--- src/rtl/cfg_pkg.sv ---
package cfg_pkg;
   typedef enum logic {
      SRC_OSC  = 1'b0,
      SRC_USER = 1'b1
   } startup_src_e;

   localparam int unsigned DEF_INIT_CYCLES = 40;
endpackage

--- src/rtl/cfg_rise_det.sv ---
module cfg_rise_det (
   input  logic clk,
   input  logic rst_n,
   input  logic sig,
   output logic rise
);
   logic prev_q;

   always_ff @(posedge clk or negedge rst_n) begin
      if (!rst_n) prev_q <= 1'b0;
      else        prev_q <= sig;
   end

   assign rise = sig & ~prev_q;
endmodule

--- src/rtl/cfg_byte_rx.sv ---
module cfg_byte_rx #(
   parameter int unsigned DATA_W      = 8,
   parameter int unsigned IMAGE_BYTES = 16,
   parameter int unsigned OPT_BIT     = 0
) (
   input  logic              clk,
   input  logic              rst_n,
   input  logic              stb,
   input  logic [DATA_W-1:0] din,
   output logic              wr,
   output logic [DATA_W-1:0] wdata,
   output logic              image_done,
   output logic              opt_en
);
   localparam int unsigned CW = $clog2(IMAGE_BYTES + 1);
   localparam logic [CW-1:0] FULL = CW'(IMAGE_BYTES);

   logic [CW-1:0] cnt_q;
   logic          accept;

   assign image_done = (cnt_q == FULL);
   assign accept     = stb & ~image_done;

   always_ff @(posedge clk or negedge rst_n) begin
      if (!rst_n) begin
         cnt_q  <= '0;
         opt_en <= 1'b0;
         wr     <= 1'b0;
         wdata  <= '0;
      end else begin
         wr <= accept;
         if (accept) begin
            cnt_q <= cnt_q + 1'b1;
            wdata <= din;
            if (cnt_q == '0) opt_en <= din[OPT_BIT];
         end
      end
   end
endmodule

--- src/rtl/cfg_startup_seq.sv ---
module cfg_startup_seq
   import cfg_pkg::*;
#(
   parameter startup_src_e STARTUP_SRC = SRC_OSC,
   parameter int unsigned  INIT_CYCLES = DEF_INIT_CYCLES
) (
   input  logic clk,
   input  logic rst_n,
   input  logic arm,
   input  logic osc_tick,
   input  logic user_clk,
   output logic tick,
   output logic user_mode
);
   localparam int unsigned TW = $clog2(INIT_CYCLES);
   localparam logic [TW-1:0] LAST = TW'(INIT_CYCLES - 1);

   logic          usr_rise;
   logic [TW-1:0] cnt_q;

   cfg_rise_det u_usr_edge (
      .clk  (clk),
      .rst_n(rst_n),
      .sig  (user_clk),
      .rise (usr_rise)
   );

   generate
      if (STARTUP_SRC == SRC_USER) begin : g_user_src
         assign tick = usr_rise | (osc_tick & 1'b0);
      end else begin : g_osc_src
         assign tick = osc_tick | (usr_rise & 1'b0);
      end
   endgenerate

   always_ff @(posedge clk or negedge rst_n) begin
      if (!rst_n) begin
         cnt_q     <= '0;
         user_mode <= 1'b0;
      end else if (arm && !user_mode && tick) begin
         if (cnt_q == LAST) user_mode <= 1'b1;
         else               cnt_q     <= cnt_q + 1'b1;
      end
   end
endmodule

--- src/rtl/cfg_port_target.sv ---
module cfg_port_target
   import cfg_pkg::*;
#(
   parameter int unsigned  DATA_W      = 8,
   parameter int unsigned  IMAGE_BYTES = 16,
   parameter int unsigned  OPT_BIT     = 0,
   parameter int unsigned  INIT_CYCLES = DEF_INIT_CYCLES,
   parameter startup_src_e STARTUP_SRC = SRC_OSC
) (
   input  logic              clk,
   input  logic              rst_n,
   input  logic              data_clk,
   input  logic [DATA_W-1:0] data_in,
   input  logic              osc_tick,
   input  logic              user_clk,
   output logic              cfg_wr,
   output logic [DATA_W-1:0] cfg_wdata,
   output logic              done_pull_low,
   output logic              initdone_pull_low,
   output logic              user_mode
);
   generate
      if (IMAGE_BYTES < 1) begin : g_bad_len
         $error("IMAGE_BYTES must be at least 1");
      end
      if (OPT_BIT >= DATA_W) begin : g_bad_opt
         $error("OPT_BIT must lie inside the data bus");
      end
      if (INIT_CYCLES < 2) begin : g_bad_init
         $error("INIT_CYCLES must be at least 2");
      end
   endgenerate

   logic byte_stb;
   logic image_done;
   logic opt_en;
   logic startup_tick;

   cfg_rise_det u_data_edge (
      .clk  (clk),
      .rst_n(rst_n),
      .sig  (data_clk),
      .rise (byte_stb)
   );

   cfg_byte_rx #(
      .DATA_W     (DATA_W),
      .IMAGE_BYTES(IMAGE_BYTES),
      .OPT_BIT    (OPT_BIT)
   ) u_rx (
      .clk       (clk),
      .rst_n     (rst_n),
      .stb       (byte_stb),
      .din       (data_in),
      .wr        (cfg_wr),
      .wdata     (cfg_wdata),
      .image_done(image_done),
      .opt_en    (opt_en)
   );

   cfg_startup_seq #(
      .STARTUP_SRC(STARTUP_SRC),
      .INIT_CYCLES(INIT_CYCLES)
   ) u_seq (
      .clk      (clk),
      .rst_n    (rst_n),
      .arm      (image_done),
      .osc_tick (osc_tick),
      .user_clk (user_clk),
      .tick     (startup_tick),
      .user_mode(user_mode)
   );

   assign done_pull_low     = ~image_done;
   assign initdone_pull_low = opt_en & ~user_mode;
endmodule

--- config.mk ---
export PLATFORM = sky130hd
export DESIGN_NAME = cfg_port_target
export DESIGN_NICKNAME = d
export VERILOG_FILES = /design/src/rtl/cfg_pkg.sv /design/src/rtl/cfg_rise_det.sv /design/src/rtl/cfg_byte_rx.sv /design/src/rtl/cfg_startup_seq.sv /design/src/rtl/cfg_port_target.sv
export SDC_FILE = /design/constraint.sdc
export NUM_CORES = 1
export LEC_CHECK = 0
export ABC_AREA = 1
export BUFFER_PORTS_ARGS = -buffer_cell sky130_fd_sc_hd__buf_4
export CORE_MARGIN = 2
export CORE_UTILIZATION = 50
export CTS_CLUSTER_DIAMETER = 50
export DETAILED_ROUTE_END_ITERATION = 10
export PLACE_DENSITY_LB_ADDON = 0.25
export REMOVE_ABC_BUFFERS = 1
export SLEW_MARGIN = 20
export SYNTH_ARGS = -nofsm -noshare
export SYNTH_HDL_FRONTEND = slang
export SYNTH_HIERARCHICAL = 1
export SYNTH_SLANG_ARGS = --single-unit
export TNS_END_PERCENT = 1
--- constraint.sdc ---
create_clock -name clk -period 1.68 [get_ports clk]
set_input_delay 0.084 -clock clk [delete_from_list [all_inputs] [get_ports clk]]
set_output_delay 0.084 -clock clk [all_outputs]
set_load 0.01 [all_outputs]
# After elaboration in Yosys (flattened, before gate mapping)

Index checks and enable logic that the tools add are counted.

Bits in registers: 23
Input port bits: 13
Output and inout bits: 12
Word-level logic and storage cells: 25

Add/subtract/negate cells: 2
Equal/unequal tests: 2
Bitwise operators: 7
Reductions and logical operators: 7

Operators by type and width:

| cell                                         | number |
|---|---|
| adder 6 x 1 -> 6 bit (second input constant) | 1 |
| == test 6 bit (second input constant)        | 1 |
| AND reduction 2 bit                          | 3 |
| adder 5 x 1 -> 5 bit (second input constant) | 1 |
| == test 5 bit (second input constant)        | 1 |
| logical NOT 5 bit                            | 1 |
| inverter 1 bit                               | 4 |
| AND 1 bit                                    | 3 |
| logical AND 1 bit                            | 2 |
| logical NOT 1 bit                            | 1 |

# Depth between registers and ports, before layout

Depth after elaboration: 4
Depth in mapped cells: 9
Gate-level depth less buffers: 9

# Cells and area by module

The synthesis kept the hierarchy.

Modules (own cells, without submodules):

| module          | instances | cells an instance | area each (sq um) | seq. area each (sq um) |
|---|---|---|---|---|
| cfg_byte_rx     | 1         | 79                | 691.9             | 375.4 |
| cfg_startup_seq | 1         | 47                | 394.1             | 175.2 |
| cfg_rise_det    | 1         | 3                 | 35.0              | 25.0 |
| cfg_port_target | 1         | 3                 | 13.8              | 0.0 |

# Worst setup path before layout

OpenSTA, ideal clock, no wires.

Path kind: register to register
From: register u_rx.cnt_q[0]
To: register u_seq.cnt_q[4]
Setup time: 0.118 ns
Data arrival time: 1.318 ns
Required time: 1.562 ns
Path slack: 0.244 ns
Cell stages (with the launch flop): 10
Path buffers: 0
Period minus slack after synthesis: 1.436 ns
Cells stage by stage: dfrtp_1 -> inv_1 -> ha_1 -> nand3_2 -> inv_1 -> nand2_2 -> nor2_4 -> nand2_1 -> xor2_1 -> inv_1

Cells in the longest elaborated chain, start to end: 4

RTL lines:

| item                                 | RTL line              | RTL |
|---|---|---|
| start, declared                      | cfg_byte_rx.sv:18     | `logic [CW-1:0] cnt_q;` |
| start signal, assigned               | cfg_byte_rx.sv:33     | `cnt_q <= cnt_q + 1'b1;` |
| == test 5 bit                        | cfg_byte_rx.sv:21     | `assign image_done = (cnt_q == FULL);` |
| named net image_done                 | cfg_port_target.sv:35 | `logic image_done;` |
| logical AND 1 bit (2 in a row)       | cfg_startup_seq.sv:40 | `end else if (arm && !user_mode && tick) begin` |
| AND reduction 2 bit (no source line) | -                     |  |
| end signal, assigned                 | cfg_startup_seq.sv:42 | `else cnt_q <= cnt_q + 1'b1;` |
| end, declared                        | cfg_startup_seq.sv:19 | `logic [TW-1:0] cnt_q;` |

The timed path passes the listed nets, and every way through them passes these cells.
A chain may end at the register's enable or synchronous reset.

# Worst setup path in the final report

From: register u_rx.cnt_q[0]
To: register u_seq.cnt_q[3]

The elaborated chain is that of the path after synthesis.

==> summary.txt <==
Worst setup path
  – Critical Path AT: 1.76 ns
  – Crit. Startpoint: u_rx/cnt_q[0]$_DFFE_PN0P_
  – CP Max Fanout: 6
  – Crit path kind: reg2reg
  – CP max-delay cell: dfrtp_1
  – Reg2reg path depth: 10
  – Crit path cell chain: inv_1 > ha_2 > nand3_4 > inv_2 > nand2_2 > nor2_4 > buf_12 > nand2_2 > nand2_1 > nand2_1
  – Crit path buf inv count: 3
  – Crit-path max cell delay: 0.43 ns
  – R2r setup slk: 0.13 ns
  – Worst path required time: 1.89 ns
  – Reg-to-Reg End: u_seq/cnt_q[3]$_DFFE_PN0P_
  – Crit path capture type: flop
  – Worst setup SP type: flop
  – Critical R2R Launch: u_rx/cnt_q[0]$_DFFE_PN0P_
  – Critical path depth in cells: 10
  – Critical path's top delay family: simple AND/OR/NAND/NOR gates
  – Critical Path Sink: u_seq/cnt_q[3]$_DFFE_PN0P_

Clock tree
  – CTS Buffer Depth: 2
  – # H-tree levels: 1
  – CTS Sinks: 23
  – Clock Latency Late Sink: 0.30 ns
  – Root Buffer: clkbuf_4
  – CTS tree: yes
  – Worst-path clk slew: 0.12 ns
  – Total CTS buffers: 3

Die
  – DIE AREA: 0.00265 mm²
  – Die height: 51.5 µm
  – Die X: 51.5 µm
  – Num ports: 25
  – Core Footprint: 0.00217 mm²
  – # rows: 17
  – Initial Util: 52.0%

Synth
  – Synth Instances: 131
  – Synth warn: 6
  – Syn Std Cell Area: 0.00113 mm²
  – Mean post-synth cell area: 8.61 µm²

Final layout
  – Layout cells sized above 1: 27.4%
  – Ant diodes: 0
  – Commonest non-fill, non-tap cells in the layout: 52 x nand2_1, 26 x buf_4, 23 x dfrtp_1, 13 x inv_1, 9 x dlygate4sd3_1
  – Final core occ: 67.8%
  – Most common cell after layout, fill and taps aside: nand2_1
  – Layout area overhead: 30.5%
  – Final net count: 185
  – Finished Layout Cells: 196

Global routing
  – GRT Residual Overflow: 0
  – First-pass GRT wire length: 3540 µm
  – Global-route usage over all layers: 17.8%
  – Largest net degree at the start of global routing: 24
  – Number of global-route vias before repair: 846
  – Antenna violations before repair: 0

Timing
  – Max-Slew Margin vs Limit: 81.1%
  – Worst Hold Slack: 0.0523 ns
  – Hold Fails Final Rpt: 0
  – TNS Setup: 0 ns
  – Post-route setup slack: 0.135 ns
  – Fmax: 647 MHz
  – Clk_skew: 0.00628 ns
  – Final Cycle Share: 92.0%
  – Actual slew at the worst max-slew pin: 0.283 ns
  – Pins Over Slew Limit: 0
  – Post-route minimum period: 1.55 ns
  – Final Setup Violations: 0

Power
  – Static leakage: 0.782 nW
  – Power per cell area: 921 mW/mm²
  – VDD IR-drop max: 0.712 mV

Detailed routing
  – Post-DR vias/cell: 4.79
  – DR WL/cell: 10.8 µm
  – WL final: 2130 µm
  – Via count: 939
  – Routed Antenna Nets: 0
  – DRC errors left: 0
  – Iter 0 DRT Violations: 9
  – Pre-antenna DRT Iters: 3

Placed design
  – Hpwl dp: 1510 µm
  – Placed Cells: 180
  – GPL Wtd Cong: 0.798
  – Pre-CTS setup slack: 0.0660 ns
  – IO buf count: 23

Outcome
  – Status: complete, no violations

Flow run
  – Max-Cap Viols: 0

Min path
  – Hold Crit Class: in2reg
-- through the flow --
step	instance area (µm²)	power, W
floorplan	1090	0.000922
global placement	1310	0.00105
detailed placement	1310	0.00107
CTS	1430	0.00133
global route	1470	0.00146
finish	1470	0.00136
-- flip-flops by register name, indices dropped and copies added (netlist names) --
signal              cells
u_seq/cnt_q             6
u_data_edge/prev_q      1
u_rx/opt_en             1
u_seq/user_mode         1
u_rx/wr                 1
u_rx/wdata              8
u_rx/cnt_q              5
-- worst min-delay path, delay by kind of cell --
family          cells  cell delay [ns]
compound gates      1             0.08
buf+inv             2             0.16
-- final cells by class --
cell class	instances	area, µm²
fillers	194	698
clock buffers	3	22.5
inverters	16	60.1
repair buffers	36	305
multi-input cells	89	468
well taps	28	35.0
flip-flops and latches	23	576
clock inverters	1	5.00
-- power by group --
part	total [W]	leakage, nW	internal, W	switching [W]
logic	0.000397	0.471	0.000194	0.000203
clock network	0.000246	0.0177	0.0000887	0.000157
registers	0.000712	0.293	0.000639	0.0000732
total	0.00136	0.782	0.000922	0.000433
-- repair_timing --
| action | 4_1_cts | 5_1_grt |
|---|---|---|
| hold buffers | 9 | 0 |
| endpoints found under the setup margin | 0 | 3 |
| gates resized for setup | 0 | 3 |
| endpoints found under the hold margin | 31 | 0 |
| setup buffers | 0 | 3 |
-- routing by layer --
metal / track usage [%] / up-vias / part of all wire (%)
li1: - / 482 / -
met1: 20.6 / 441 / 41
met2: 32.5 / 10 / 55
met3: 3.22 / 6 / 2.4
met4: 6.14 / 0 / 2.0
met5: 0 / - / 0
-- worst min path at each step --
stage	from	endpoint	slack [ns]	cells after the start
2_1_floorplan	rst_n	u_data_edge/prev_q$_DFF_PN0_	-0.21	0
3_3_place_gp	rst_n	u_seq/cnt_q[5]$_DFFE_PN0P_	-0.007	1
3_5_place_dp	rst_n	u_seq/cnt_q[5]$_DFFE_PN0P_	-0.006	1
4_1_cts	data_in[0]	u_rx/opt_en$_DFFE_PN0P_	0.05	3
5_1_grt	data_in[0]	u_rx/wdata[0]$_DFFE_PN0P_	0.05	3
6_report	data_in[0]	u_rx/opt_en$_DFFE_PN0P_	0.05	3
Power figures use the tool's default switching activity.
